## config.mk

```make
export PLATFORM = sky130hd
export DESIGN_NAME = wiper_pos_ctrl
export DESIGN_NICKNAME = d
export VERILOG_FILES = /design/src/rtl/wiper_pkg.sv /design/src/rtl/wiper_sync.sv /design/src/rtl/wiper_step_detect.sv /design/src/rtl/wiper_core.sv /design/src/rtl/wiper_tap_decode.sv /design/src/rtl/wiper_pos_ctrl.sv
export SDC_FILE = /design/constraint.sdc
export NUM_CORES = 1
export LEC_CHECK = 0
export BUFFER_PORTS_ARGS = -buffer_cell sky130_fd_sc_hd__buf_4
export CAP_MARGIN = 40
export CORE_MARGIN = 4
export CORE_UTILIZATION = 50
export CTS_BUF_LIST = sky130_fd_sc_hd__clkbuf_4 sky130_fd_sc_hd__clkbuf_8 sky130_fd_sc_hd__clkbuf_16
export DETAILED_ROUTE_END_ITERATION = 12
export PLACE_DENSITY = 0.82
export SLEW_MARGIN = 20
export SYNTH_ARGS = -nofsm -noshare
export SYNTH_HDL_FRONTEND = slang
export SYNTH_HIERARCHICAL = 1
export SYNTH_SLANG_ARGS = --single-unit
export TNS_END_PERCENT = 10
```

## constraint.sdc

```tcl
create_clock -name clk -period 4.4 [get_ports clk]
set_input_delay 0.22 -clock clk [delete_from_list [all_inputs] [get_ports clk]]
set_output_delay 0.22 -clock clk [all_outputs]
set_load 0.1 [all_outputs]
```

## src/rtl/wiper_pkg.sv

```systemverilog
package wiper_pkg;

  typedef enum logic [2:0] {
    SRC_HOLD   = 3'd0,
    SRC_RECALL = 3'd1,
    SRC_COPY   = 3'd2,
    SRC_WRITE  = 3'd3,
    SRC_STEP   = 3'd4
  } load_src_e;

endpackage

```

## src/rtl/wiper_sync.sv

```systemverilog
module wiper_sync #(
  parameter int          WIDTH   = 3,
  parameter int          STAGES  = 2,
  parameter logic [WIDTH-1:0] RST_VAL = '0
) (
  input  logic             clk,
  input  logic             rst,
  input  logic [WIDTH-1:0] d_in,
  output logic [WIDTH-1:0] d_out
);

  logic [WIDTH-1:0] stg_q [STAGES];

  always_ff @(posedge clk) begin
    if (rst) begin
      for (int i = 0; i < STAGES; i++) stg_q[i] <= RST_VAL;
    end else begin
      stg_q[0] <= d_in;
      for (int i = 1; i < STAGES; i++) stg_q[i] <= stg_q[i-1];
    end
  end

  assign d_out = stg_q[STAGES-1];

endmodule

```

## src/rtl/wiper_step_detect.sv

```systemverilog
module wiper_step_detect (
  input  logic clk,
  input  logic rst,
  input  logic sclk_s,
  input  logic sdat_s,
  input  logic sel_hi_s,
  input  logic step_go,
  output logic step_active,
  output logic step_fire,
  output logic step_up
);

  logic sclk_prev_q;
  logic active_q;

  always_ff @(posedge clk) begin
    if (rst) begin
      sclk_prev_q <= 1'b0;
      active_q    <= 1'b0;
    end else begin
      sclk_prev_q <= sclk_s;
      if (sel_hi_s)
        active_q <= 1'b0;
      else if (step_go)
        active_q <= 1'b1;
    end
  end

  assign step_active = active_q;
  assign step_fire   = active_q & sclk_s & ~sclk_prev_q;
  assign step_up     = sdat_s;

endmodule

```

## src/rtl/wiper_core.sv

```systemverilog
module wiper_core
  import wiper_pkg::*;
#(
  parameter int POS_W = 6
) (
  input  logic             clk,
  input  logic             rst,
  input  logic [POS_W-1:0] recall_val,
  input  logic             copy_en,
  input  logic [POS_W-1:0] copy_val,
  input  logic             wr_en,
  input  logic [POS_W-1:0] wr_val,
  input  logic             step_fire,
  input  logic             step_up,
  output logic [POS_W-1:0] pos_q,
  output logic [POS_W-1:0] pos_nxt
);

  localparam logic [POS_W-1:0] POS_MAX = '1;
  localparam logic [POS_W-1:0] POS_MIN = '0;

  load_src_e        src;
  logic [POS_W-1:0] stepped;

  always_comb begin
    if (rst)            src = SRC_RECALL;
    else if (copy_en)   src = SRC_COPY;
    else if (wr_en)     src = SRC_WRITE;
    else if (step_fire) src = SRC_STEP;
    else                src = SRC_HOLD;
  end

  always_comb begin
    if (step_up)
      stepped = (pos_q == POS_MAX) ? pos_q : pos_q + 1'b1;
    else
      stepped = (pos_q == POS_MIN) ? pos_q : pos_q - 1'b1;
  end

  always_comb begin
    unique case (src)
      SRC_RECALL: pos_nxt = recall_val;
      SRC_COPY:   pos_nxt = copy_val;
      SRC_WRITE:  pos_nxt = wr_val;
      SRC_STEP:   pos_nxt = stepped;
      default:    pos_nxt = pos_q;
    endcase
  end

  always_ff @(posedge clk) begin
    pos_q <= pos_nxt;
  end

endmodule

```

## src/rtl/wiper_tap_decode.sv

```systemverilog
module wiper_tap_decode #(
  parameter int POS_W = 6,
  localparam int TAPS = 1 << POS_W
) (
  input  logic             clk,
  input  logic [POS_W-1:0] pos_nxt,
  output logic [TAPS-1:0]  tap_q
);

  for (genvar i = 0; i < TAPS; i++) begin : g_tap
    always_ff @(posedge clk) begin
      tap_q[i] <= (pos_nxt == POS_W'(i));
    end
  end

endmodule

```

## src/rtl/wiper_pos_ctrl.sv

```systemverilog
module wiper_pos_ctrl #(
  parameter int POS_W       = 6,
  parameter int SYNC_STAGES = 2,
  localparam int TAPS       = 1 << POS_W
) (
  input  logic             clk,
  input  logic             rst,
  input  logic [POS_W-1:0] recall_val,
  input  logic             copy_en,
  input  logic [POS_W-1:0] copy_val,
  input  logic             wr_en,
  input  logic [POS_W-1:0] wr_val,
  input  logic             step_go,
  input  logic             sel_n,
  input  logic             sclk,
  input  logic             sdat,
  output logic [POS_W-1:0] pos,
  output logic [TAPS-1:0]  tap_sel
);

  logic [2:0]       line_s;
  logic             step_active;
  logic             step_fire;
  logic             step_up;
  logic [POS_W-1:0] pos_nxt;

  // bit 2: select (idles high), bit 1: serial clock, bit 0: serial data
  wiper_sync #(
    .WIDTH  (3),
    .STAGES (SYNC_STAGES),
    .RST_VAL(3'b100)
  ) sync_i (
    .clk  (clk),
    .rst  (rst),
    .d_in ({sel_n, sclk, sdat}),
    .d_out(line_s)
  );

  wiper_step_detect step_i (
    .clk        (clk),
    .rst        (rst),
    .sclk_s     (line_s[1]),
    .sdat_s     (line_s[0]),
    .sel_hi_s   (line_s[2]),
    .step_go    (step_go),
    .step_active(step_active),
    .step_fire  (step_fire),
    .step_up    (step_up)
  );

  wiper_core #(.POS_W(POS_W)) core_i (
    .clk       (clk),
    .rst       (rst),
    .recall_val(recall_val),
    .copy_en   (copy_en),
    .copy_val  (copy_val),
    .wr_en     (wr_en),
    .wr_val    (wr_val),
    .step_fire (step_fire),
    .step_up   (step_up),
    .pos_q     (pos),
    .pos_nxt   (pos_nxt)
  );

  wiper_tap_decode #(.POS_W(POS_W)) dec_i (
    .clk    (clk),
    .pos_nxt(pos_nxt),
    .tap_q  (tap_sel)
  );

endmodule

```

==> flow_summary.ini, run 1 <==
[run_status]
status = completed

[cts]
insertion_delay_ns = 0.34
clock_sinks = 78
cts_hold_buf = 0
h-tree-depth = 3
clk_pin_slew_ns = 0.08
numCtsBuffers = 9
post_cts_resized = 0
clockBufferDepth = 2
cts_root_buffer = clkbuf_8
cts_tree = done
postCtsSetupRepairBufs = 0

[sta]
drv_slew = 0
finalSetupViolations = 0
finalSetupTns_ns = 0
timing.fmax_ghz = 0.360
relSlewSlack = 0.470
hold_viol = 0
fin_skew_ns = 0.0124
finalCritPeriodShare = 0.632
rsz0062_at_grt = false
worst_slew_pin_slew_ns = 0.790
period_needed_ns = 2.78

[yosys]
syn_area_um2 = 2740
synth.avg_cell_area_um2 = 9.68
synth_nets = 312
synth_area_leaders = dfxtp_1 57%, nor2_1 10%, nor2b_1 2.5%, nand4bb_1 2.5%, clkbuf_1 1.8%
synth_top_flop_cell = dfxtp_1
synth_top_area_frac = 0.570
ys_types = 50
yosysWarningCount = 6
synth_edf_count = 0
syn_inst = 283
synth_seq_area_share = 0.570
ys_ff_latch = 78
synth_async_sr_flop_share = 0
synth_top_area_cell = dfxtp_1

[power]
vdd_drop_max_v = 0.000323
p_comb_frac = 0.194
seqPwrFrac = 0.444
clockPowerShare = 0.362
netSwitchingPower_w = 0.000522
p_int_w = 0.00117
sw_frac_of_total = 0.308
p_per_area_nw_per_um2 = 458
p_leak_nw = 1.60

[finish]
area_growth_pct = 35.1
fillCellCount = 404
diodes = 0
nets = 397
fin_util = 0.711
layout_common_cells = 97 x buf_4, 78 x dfxtp_1, 74 x nor2_1
final_common_cell = buf_4
drive_gt1_frac = 0.340

[route]
vias = 2277
wire_per_inst_um = 14.8
drc = 0
first_pass_iters = 4
vias_per_cell = 5.14
wirelength_um = 6560
drtIter0Drc = 178
ant_nets = 0

[placement]
place_hpwl_um = 4640
place.gp.congestion = 0.953
numPortBuffers = 95

[die]
rows = 26
die_w_um = 82.0
die_h_um = 82.0
start_util = 0.526
dieArea_um2 = 6730
num_io_pins = 96
core_area_um2 = 5200

[setup_path]
cp_slowest_stage_delay_ns = 0.66
crit_slowest_cell = nor3_2
worstSetupPathType = register to register
end_kind = register
crit_buf_inv = 1
cp_cell_sequence = inv_1 -> ha_1 -> nor3b_2 -> a21oi_1 -> a311oi_1 -> nor3_2 -> or4b_4 -> nor2_1
crit_family = simple AND/OR/NAND/NOR gates
startpoint_type = register
cp.arrival_ns = 3.05
critPathMaxFanout = 17
cp_data_required_time_ns = 4.66

[flow_run]
timing.max_cap.violations = 0

[grt]
grt_max_degree = 25
overflow = 0
grt_pass1_vias = 2166
grt_first_pass_wirelength_um = 10200
antenna_found_initial = 0
grt.total_usage = 0.202

[worst_hold_path]
hp-class = primary input to register
Yosys cell counts, types with 3 or more instances:
cell        n
nor2b_1    11
inv_1       3
nand2_1    11
clkbuf_1   13
nand2b_1    4
dfxtp_1    78
o21ai_0     4
or4b_1      3
buf_4       5
nand4b_1    4
a21oi_1     4
a221oi_1    3
a31oi_1     3
nand4bb_1   6
buf_2       3
nand3_1     3
nor3_1      6
ha_1        3
nor2_1     74
cell families (layout without fill, tap and decap cells):
group / count (synthesis) / count (layout) / synth area share
flops: 78 / 78 / 0.570
buf+inv: 26 / 116 / 0.0443
compound gates: 35 / 35 / 0.0973
mux: 1 / 1 / 0.00365
fa+ha+maj: 3 / 3 / 0.0137
xor+xnor: 1 / 1 / 0.00320
simple gates: 139 / 139 / 0.268
metal layers:
| metal | part of all wire | global-route usage |
|---|---|---|
| met1 | 0.40 | 0.225 |
| met2 | 0.53 | 0.360 |
| met3 | 0.058 | 0.0669 |
| met4 | 0.012 | 0.0681 |
| met5 | 0 | 0 |
worst reg2reg max path, stage by stage, from the launching register on:
cell and delay [ns]:
dfxtp_1 0.46, inv_1 0.12, ha_1 0.21, nor3b_2 0.18, a21oi_1 0.24, a311oi_1 0.15
nor3_2 0.66, or4b_4 0.57, nor2_1 0.13
area by class of cell:
| class | instances | area [µm²] | share of cell area |
|---|---|---|---|
| Clock buffer | 11 | 151 | 0.0409 |
| Clock inverter | 5 | 86.3 | 0.0233 |
| Inverter | 3 | 11.3 | 0.00304 |
| Multi-Input combinational cell | 179 | 1070 | 0.290 |
| Sequential cell | 78 | 1560 | 0.422 |
| Tap cell | 70 | 87.6 | 0.0237 |
| Timing Repair Buffer | 97 | 728 | 0.197 |
through the flow:
step | hold slack [ns] | total power, W | instances | setup slack, ns | instance area, µm²
floorplan | 0.291 | 0.00102 | 283 | 1.27 | 2740
global placement | 0.386 | 0.00109 | 426 | 1.68 | 3460
detailed placement | 0.398 | 0.00110 | 426 | 1.60 | 3460
CTS | 0.0459 | 0.00171 | 442 | 1.55 | 3690
global route | 0.0410 | 0.00176 | 443 | 1.43 | 3700
finish | 0.0563 | 0.00170 | 443 | 1.62 | 3700
path summary, 6_finish.rpt:
| path | cells after the start | endpoint | slack, ns | startpoint |
|---|---|---|---|---|
| min | 2 | sync_i/stg_q[0][2]$_SDFF_PP1_ | 0.06 | sel_n |
| max reg2reg | 8 | dec_i/tap_q[20]$_DFF_P_ | 1.62 | core_i/pos_q[1]$_DFF_P_ |
| min reg2reg | 1 | step_i/step_active$_SDFFE_PP0P_ | 0.41 | sync_i/stg_q[0][5]$_SDFF_PP1_ |
| max | 8 | dec_i/tap_q[20]$_DFF_P_ | 1.62 | core_i/pos_q[1]$_DFF_P_ |
sequential cells by signal, indices dropped and copies added, names as in the netlist:
register / count
core_i/pos_q: 6
step_i/sclk_prev_q: 1
sync_i/stg_q: 6
dec_i/tap_q: 64
step_i/step_active: 1
power groups by stage:
stage                     clock (W)  combinational, W  sequential, W
after floorplan                   0          0.000122       0.000898
after global placement            0          0.000325       0.000768
after detailed placement          0          0.000327       0.000769
after CTS                  0.000624          0.000329       0.000753
after global routing       0.000650          0.000349       0.000757
final                      0.000613          0.000329       0.000753
(Power assumes the default switching activity.)
==> run 2: changes to the inputs <==
--- a/config.mk
+++ b/config.mk
@@ -5,13 +5,14 @@
 export SDC_FILE = /design/constraint.sdc
 export NUM_CORES = 1
 export LEC_CHECK = 0
+export ABC_AREA = 1
 export BUFFER_PORTS_ARGS = -buffer_cell sky130_fd_sc_hd__buf_4
 export CAP_MARGIN = 40
 export CORE_MARGIN = 4
-export CORE_UTILIZATION = 50
+export CORE_UTILIZATION = 44
 export CTS_BUF_LIST = sky130_fd_sc_hd__clkbuf_4 sky130_fd_sc_hd__clkbuf_8 sky130_fd_sc_hd__clkbuf_16
 export DETAILED_ROUTE_END_ITERATION = 12
-export PLACE_DENSITY = 0.82
+export PLACE_DENSITY = 0.77
 export SLEW_MARGIN = 20
 export SYNTH_ARGS = -nofsm -noshare
 export SYNTH_HDL_FRONTEND = slang
==> constraint.sdc (replaced) <==
create_clock -name clk -period 2.3 [get_ports clk]
set_input_delay 0.115 -clock clk [delete_from_list [all_inputs] [get_ports clk]]
set_output_delay 0.115 -clock clk [all_outputs]
set_load 0.1 [all_outputs]
==> run 2 against run 1 <==
  * Utilization decreased by 7.5 points
  * Sequential share of layout area decreased by 1.0 points
  * Register-to-register slack got worse by 1.4 ns
  * Combinational power increased by 110%
  * Non-clock buffer count increased by 8
  * Hold slack improved by 0.021 ns
  * Critical endpoint is now dec_i/tap_q[37]$_DFF_P_
  * Largest cell class unchanged
==> flow_summary.ini, run 2 <==
[yosys]
synth.avg_cell_area_um2 = 8.33
synth_top_flop_cell = dfxtp_1
ys_types = 26
synth_edf_count = 0
synth_nets = 359
ys_ff_latch = 78
synth_common_cells = 85 x nor2_1, 78 x dfxtp_1, 62 x nand2_1
synth_top_area_cell = dfxtp_1
synth_area_leaders = dfxtp_1 57%, nor2_1 12%, nand2_1 8.5%, inv_1 4.0%, nand3_1 2.5%
yosysWarningCount = 6
synth_seq_area_share = 0.568
syn_area_um2 = 2750
synth_async_sr_flop_share = 0
synth_top_area_frac = 0.568
post-synth-top-count-cell = nor2_1
syn_inst = 330

[route]
vias = 2413
wire_per_inst_um = 13.2
drtIter0Drc = 119
wirelength_um = 6760
ant_nets = 0
first_pass_iters = 5
vias_per_cell = 4.70
drc = 0

[cts]
clock_sinks = 78
postCtsSetupRepairBufs = 0
insertion_delay_ns = 0.34
numCtsBuffers = 9
clockBufferDepth = 2
clk_pin_slew_ns = 0.07
cts_tree = done
h-tree-depth = 3
cts_root_buffer = clkbuf_8

[setup_path]
cp_data_required_time_ns = 2.53
startpoint_type = register
cp_slowest_stage_delay_ns = 0.43
worstSetupPathType = register to register
end_kind = register
crit_slowest_cell = dfxtp_2
cp_cell_sequence = ha_1 -> nand3_2 -> o21ai_2 -> inv_2 -> a21oi_1 -> nand2_1 -> a21oi_2 -> inv_1 -> nand2_1 -> buf_4 -> nor2_1
critPathMaxFanout = 9
crit_top_cell = nand2_1
cp.arrival_ns = 2.32

[die]
core_area_um2 = 5990
rows = 28
die_w_um = 87.1
num_io_pins = 96
start_util = 0.459
die_h_um = 87.1
dieArea_um2 = 7580

[finish]
layout_common_cells = 101 x buf_4, 85 x nor2_1, 72 x dfxtp_1
nets = 462
regMostFlops = dec_i/tap_q
fin_util = 0.636
fin_area_um2 = 3810
largest_reg_flops = 64
drive_gt1_frac = 0.347
reg_top3 = dec_i/tap_q x64, core_i/pos_q x6, sync_i/stg_q x6
diodes = 0
final_common_cell = buf_4
area_growth_pct = 38.6

[grt]
grt_first_pass_wirelength_um = 11000
top_usage_layer = met2
grt_pass1_vias = 2383
gr-usage-met2 = 0.307
antenna_found_initial = 0
grt_max_degree = 17
overflow = 0
globalRouteMet3Util = 0.0568
grt.total_usage = 0.187
gr-usage-met1 = 0.222

[sta]
timing.fmax_ghz = 0.478
finalCritPeriodShare = 0.911
period_needed_ns = 2.09
drv_slew = 0
finalSetupTns_ns = 0
fin_skew_ns = 0.00856
relSlewSlack = 0.748
finalSetupViolations = 0
hold_viol = 0
rsz0062_at_grt = false
worst_slew_pin_slew_ns = 0.376

[worst_hold_path]
hp-class = primary input to register

[power]
p_leak_nw = 1.86
vdd_drop_max_v = 0.000530
p_per_area_nw_per_um2 = 848

[placement]
numPortBuffers = 95
place.gp.congestion = 0.924
place_hpwl_um = 4900
postPlaceCellArea_um2 = 3510

[run_status]
status = completed

[flow_run]
timing.max_cap.violations = 0
run 2: changes by cell type in the layout (fill, tap and decap cells not counted), sizes merged, moves of 4 or more:
| cell | previous run | this run |
|---|---|---|
| nand2 | 11 | 63 |
| inv | 6 | 32 |
| nor2 | 74 | 93 |
| nand3 | 3 | 20 |
| nor2b | 11 | 0 |
| a21oi | 4 | 14 |
| nand4bb | 6 | 0 |
| nor3 | 8 | 2 |
| buf | 97 | 101 |
| dlygate4sd3 | 0 | 4 |
| nand2b | 4 | 0 |
| nand4b | 4 | 0 |
| or4b | 4 | 0 |
run 2: path summary, 6_finish.rpt:
path	start	end	slack, ns	depth (start not counted)
setup / recovery	core_i/pos_q[1]$_DFF_P_	dec_i/tap_q[37]$_DFF_P_	0.21	11
hold / removal	rst	sync_i/stg_q[0][3]$_SDFF_PP0_	0.08	2
setup reg to reg	core_i/pos_q[1]$_DFF_P_	dec_i/tap_q[37]$_DFF_P_	0.21	11
hold reg to reg	sync_i/stg_q[0][1]$_SDFF_PP0_	sync_i/stg_q[0][4]$_SDFF_PP0_	0.41	2
run 2: per-stage QoR:
stage	total power [W]	worst slack, ns	hold slack (ns)	cells
6_report	0.00323	0.206	0.0778	513
5_1_grt	0.00337	0.00459	0.0697	513
4_1_cts	0.00324	0.0919	0.0597	513
3_5_place_dp	0.00213	0.136	0.299	493
3_3_place_gp	0.00212	0.175	0.293	493
2_1_floorplan	0.00197	0.00883	0.186	330
run 2: layout make-up:
cell class	count	area [µm²]
fill	511	2180
multi-input combinational	206	1000
clock inverter	5	81.3
tap	75	93.8
clock buffer	11	145
sequential	78	1570
timing repair buffer	105	798
inverter	33	125
run 2: worst max-delay path: cells and delay by family, from the launching register on:
kind / cells / cell delay [ns]
DFF: 1 / 0.43
buffers and inverters: 3 / 0.36
and+or+nand+nor: 4 / 0.38
AOI/OAI and AO/OA: 3 / 0.56
adders and majority gates: 1 / 0.25
run 2: cell families (layout without fill, tap and decap cells):
logic type	count (synthesis)	count (layout)	share of synthesized area
XOR/XNOR	4	4	0.0127
AO/OA/AOI/OAI	17	17	0.0346
buffers and inverters	46	154	0.0819
adder cells (fa/ha/maj)	3	3	0.0137
flip-flops	78	78	0.568
AND/OR/NAND/NOR	182	182	0.289
run 2: metal layers:
metal  up-vias  part of all wire
met2        83              0.50
li1       1207                 -
met3        16             0.071
met1      1107              0.40
met5         -                 0
met4         0             0.024
run 2: power breakdown:
group / switching [W] / internal (W) / total, W
Combinational: 0.000504 / 0.000172 / 0.000676
Clock: 0.000458 / 0.000654 / 0.00111
Sequential: 0.0000464 / 0.00140 / 0.00144
run 2: what timing repair did:
action / in CTS / in global routing
gates resized for setup: 0 / 8
hold buffers: 4 / 0
setup endpoints to repair: 0 / 61
endpoints found under the hold margin: 4 / 0
==> run 3: changes to the inputs <==
--- a/config.mk
+++ b/config.mk
@@ -8,11 +8,13 @@
 export ABC_AREA = 1
 export BUFFER_PORTS_ARGS = -buffer_cell sky130_fd_sc_hd__buf_4
 export CAP_MARGIN = 40
+export CORE_ASPECT_RATIO = 2
 export CORE_MARGIN = 4
 export CORE_UTILIZATION = 44
 export CTS_BUF_LIST = sky130_fd_sc_hd__clkbuf_4 sky130_fd_sc_hd__clkbuf_8 sky130_fd_sc_hd__clkbuf_16
 export DETAILED_ROUTE_END_ITERATION = 12
 export PLACE_DENSITY = 0.77
+export SKIP_CTS_REPAIR_TIMING = 1
 export SLEW_MARGIN = 20
 export SYNTH_ARGS = -nofsm -noshare
 export SYNTH_HDL_FRONTEND = slang
==> run 3 against run 2 <==
  * Total power increased by 12%
  * Flip-flop and latch count unchanged
  * Sequential power about the same
  * Largest cell class unchanged
  * Clock skew decreased by 0.0021 ns
==> flow_summary.ini, run 3 (synthesis results as in run 2) <==
[cts]
clock_sinks = 78
insertion_delay_ns = 0.33
clockBufferDepth = 2
numCtsBuffers = 9
cts_tree = done
h-tree-depth = 3
cts_root_buffer = clkbuf_16
clk_pin_slew_ns = 0.05

[setup_path]
cp.arrival_ns = 2.36
cp-startpoint = core_i/pos_q[1]$_DFF_P_
r2r_start = core_i/pos_q[1]$_DFF_P_
end_kind = register
startpoint_type = register
worstSetupPathType = register to register
cp_data_required_time_ns = 2.55
critPathMaxFanout = 8

[die]
die_w_um = 63.9
core_area_um2 = 6060
start_util = 0.454
dieArea_um2 = 7660
die_h_um = 120
num_io_pins = 96
rows = 40

[power]
vdd_drop_max_v = 0.000718
p_per_area_nw_per_um2 = 931
sw_frac_of_total = 0.289
p_int_w = 0.00256
clockPowerShare = 0.413
seqPwrFrac = 0.400
netSwitchingPower_w = 0.00104
p_leak_nw = 1.90
p_comb_frac = 0.187
finalPower_w = 0.00361

[route]
drtIter0Drc = 211
ant_nets = 0
first_pass_iters = 6
vias = 2441
wire_per_inst_um = 14.5
vias_per_cell = 4.70
drc = 0
wirelength_um = 7530

[sta]
period_needed_ns = 2.11
timing.fmax_ghz = 0.475
relSlewSlack = 0.696
hold_viol = 0
finalCritPeriodShare = 0.916
rsz0062_at_grt = true
fin_skew_ns = 0.00643
finalSetupViolations = 0
drv_slew = 0
worst_slew_pin_slew_ns = 0.453
finalSetupTns_ns = 0

[worst_hold_path]
hold_start = step_go
hp-class = primary input to register

[finish]
largest_reg_flops = 64
regMostFlops = dec_i/tap_q
nets = 459
layout.cells.non_filler = 519
layout_common_cells = 100 x buf_4, 85 x nor2_1, 72 x dfxtp_1
final_common_cell = buf_4
area_growth_pct = 40.9
reg_top3 = dec_i/tap_q x64, core_i/pos_q x6, sync_i/stg_q x6
diodes = 0
fin_area_um2 = 3880
fillCellCount = 526
drive_gt1_frac = 0.340

[placement]
place.gp.congestion = 1.03
numPortBuffers = 95
dp.cells = 501
postPlaceCellArea_um2 = 3510
place_hpwl_um = 5710

[grt]
antenna_found_initial = 0
grt_pass1_vias = 2472
grt.total_usage = 0.202
grt_first_pass_wirelength_um = 11700
grt_max_degree = 17
overflow = 0

[flow_run]
timing.max_cap.violations = 0

[run_status]
status = completed
## run 3: stage by stage
stage / worst slack [ns] / utilization / hold WS [ns]
floorplan: 0.00883 / - / 0.186
global placement: 0.176 / 0.580 / 0.307
detailed placement: 0.103 / 0.580 / 0.309
CTS: 0.0775 / 0.634 / -0.0308
global route: -0.00829 / 0.640 / 0.0156
finish: 0.194 / 0.640 / 0.0120
## run 3: critical path, cell delays in order, from the launching register on
cell      delay, ns
dfxtp_2        0.41
ha_1           0.24
nand3_2        0.13
nor2_1         0.18
inv_1          0.08
o211ai_1       0.08
nand3_1        0.11
a21oi_2        0.30
inv_1          0.09
nor2_2         0.17
nand2_1        0.13
nor2_1         0.13
## run 3: area by class of cell
type | instances | area, µm² | share of cell area
Clock inverter | 4 | 70.1 | 0.0181
Tap cell | 84 | 105 | 0.0271
Timing Repair Buffer | 102 | 771 | 0.199
Multi-Input combinational cell | 206 | 982 | 0.253
Clock buffer | 12 | 254 | 0.0655
Inverter | 33 | 125 | 0.0323
Sequential cell | 78 | 1570 | 0.405
## run 3: final timing paths
check	endpoint	slack, ns	depth (start not counted)
worst min-delay path	step_i/step_active$_SDFFE_PP0P_	0.01	3
worst min register to register	sync_i/stg_q[0][3]$_SDFF_PP0_	0.40	2
worst max-delay path	dec_i/tap_q[52]$_DFF_P_	0.19	11
worst max register to register	dec_i/tap_q[52]$_DFF_P_	0.19	11
## run 3: metal layers
layer  vias to the layer above  track usage  wire length [µm]
met5                         -            0                 0
met4                         0        0.115               265
met3                        19       0.0412               348
met2                        74        0.402              4440
met1                      1148        0.174              2470
li1                       1200            -                 -
## run 3: power groups by stage
| stage | Sequential (W) | Clock (W) | Combinational [W] |
|---|---|---|---|
| 2_1_floorplan | 0.00173 | 0 | 0.000242 |
| 3_3_place_gp | 0.00147 | 0 | 0.000658 |
| 3_5_place_dp | 0.00147 | 0 | 0.000664 |
| 4_1_cts | 0.00144 | 0.00151 | 0.000667 |
| 5_1_grt | 0.00145 | 0.00157 | 0.000716 |
| 6_report | 0.00144 | 0.00149 | 0.000673 |
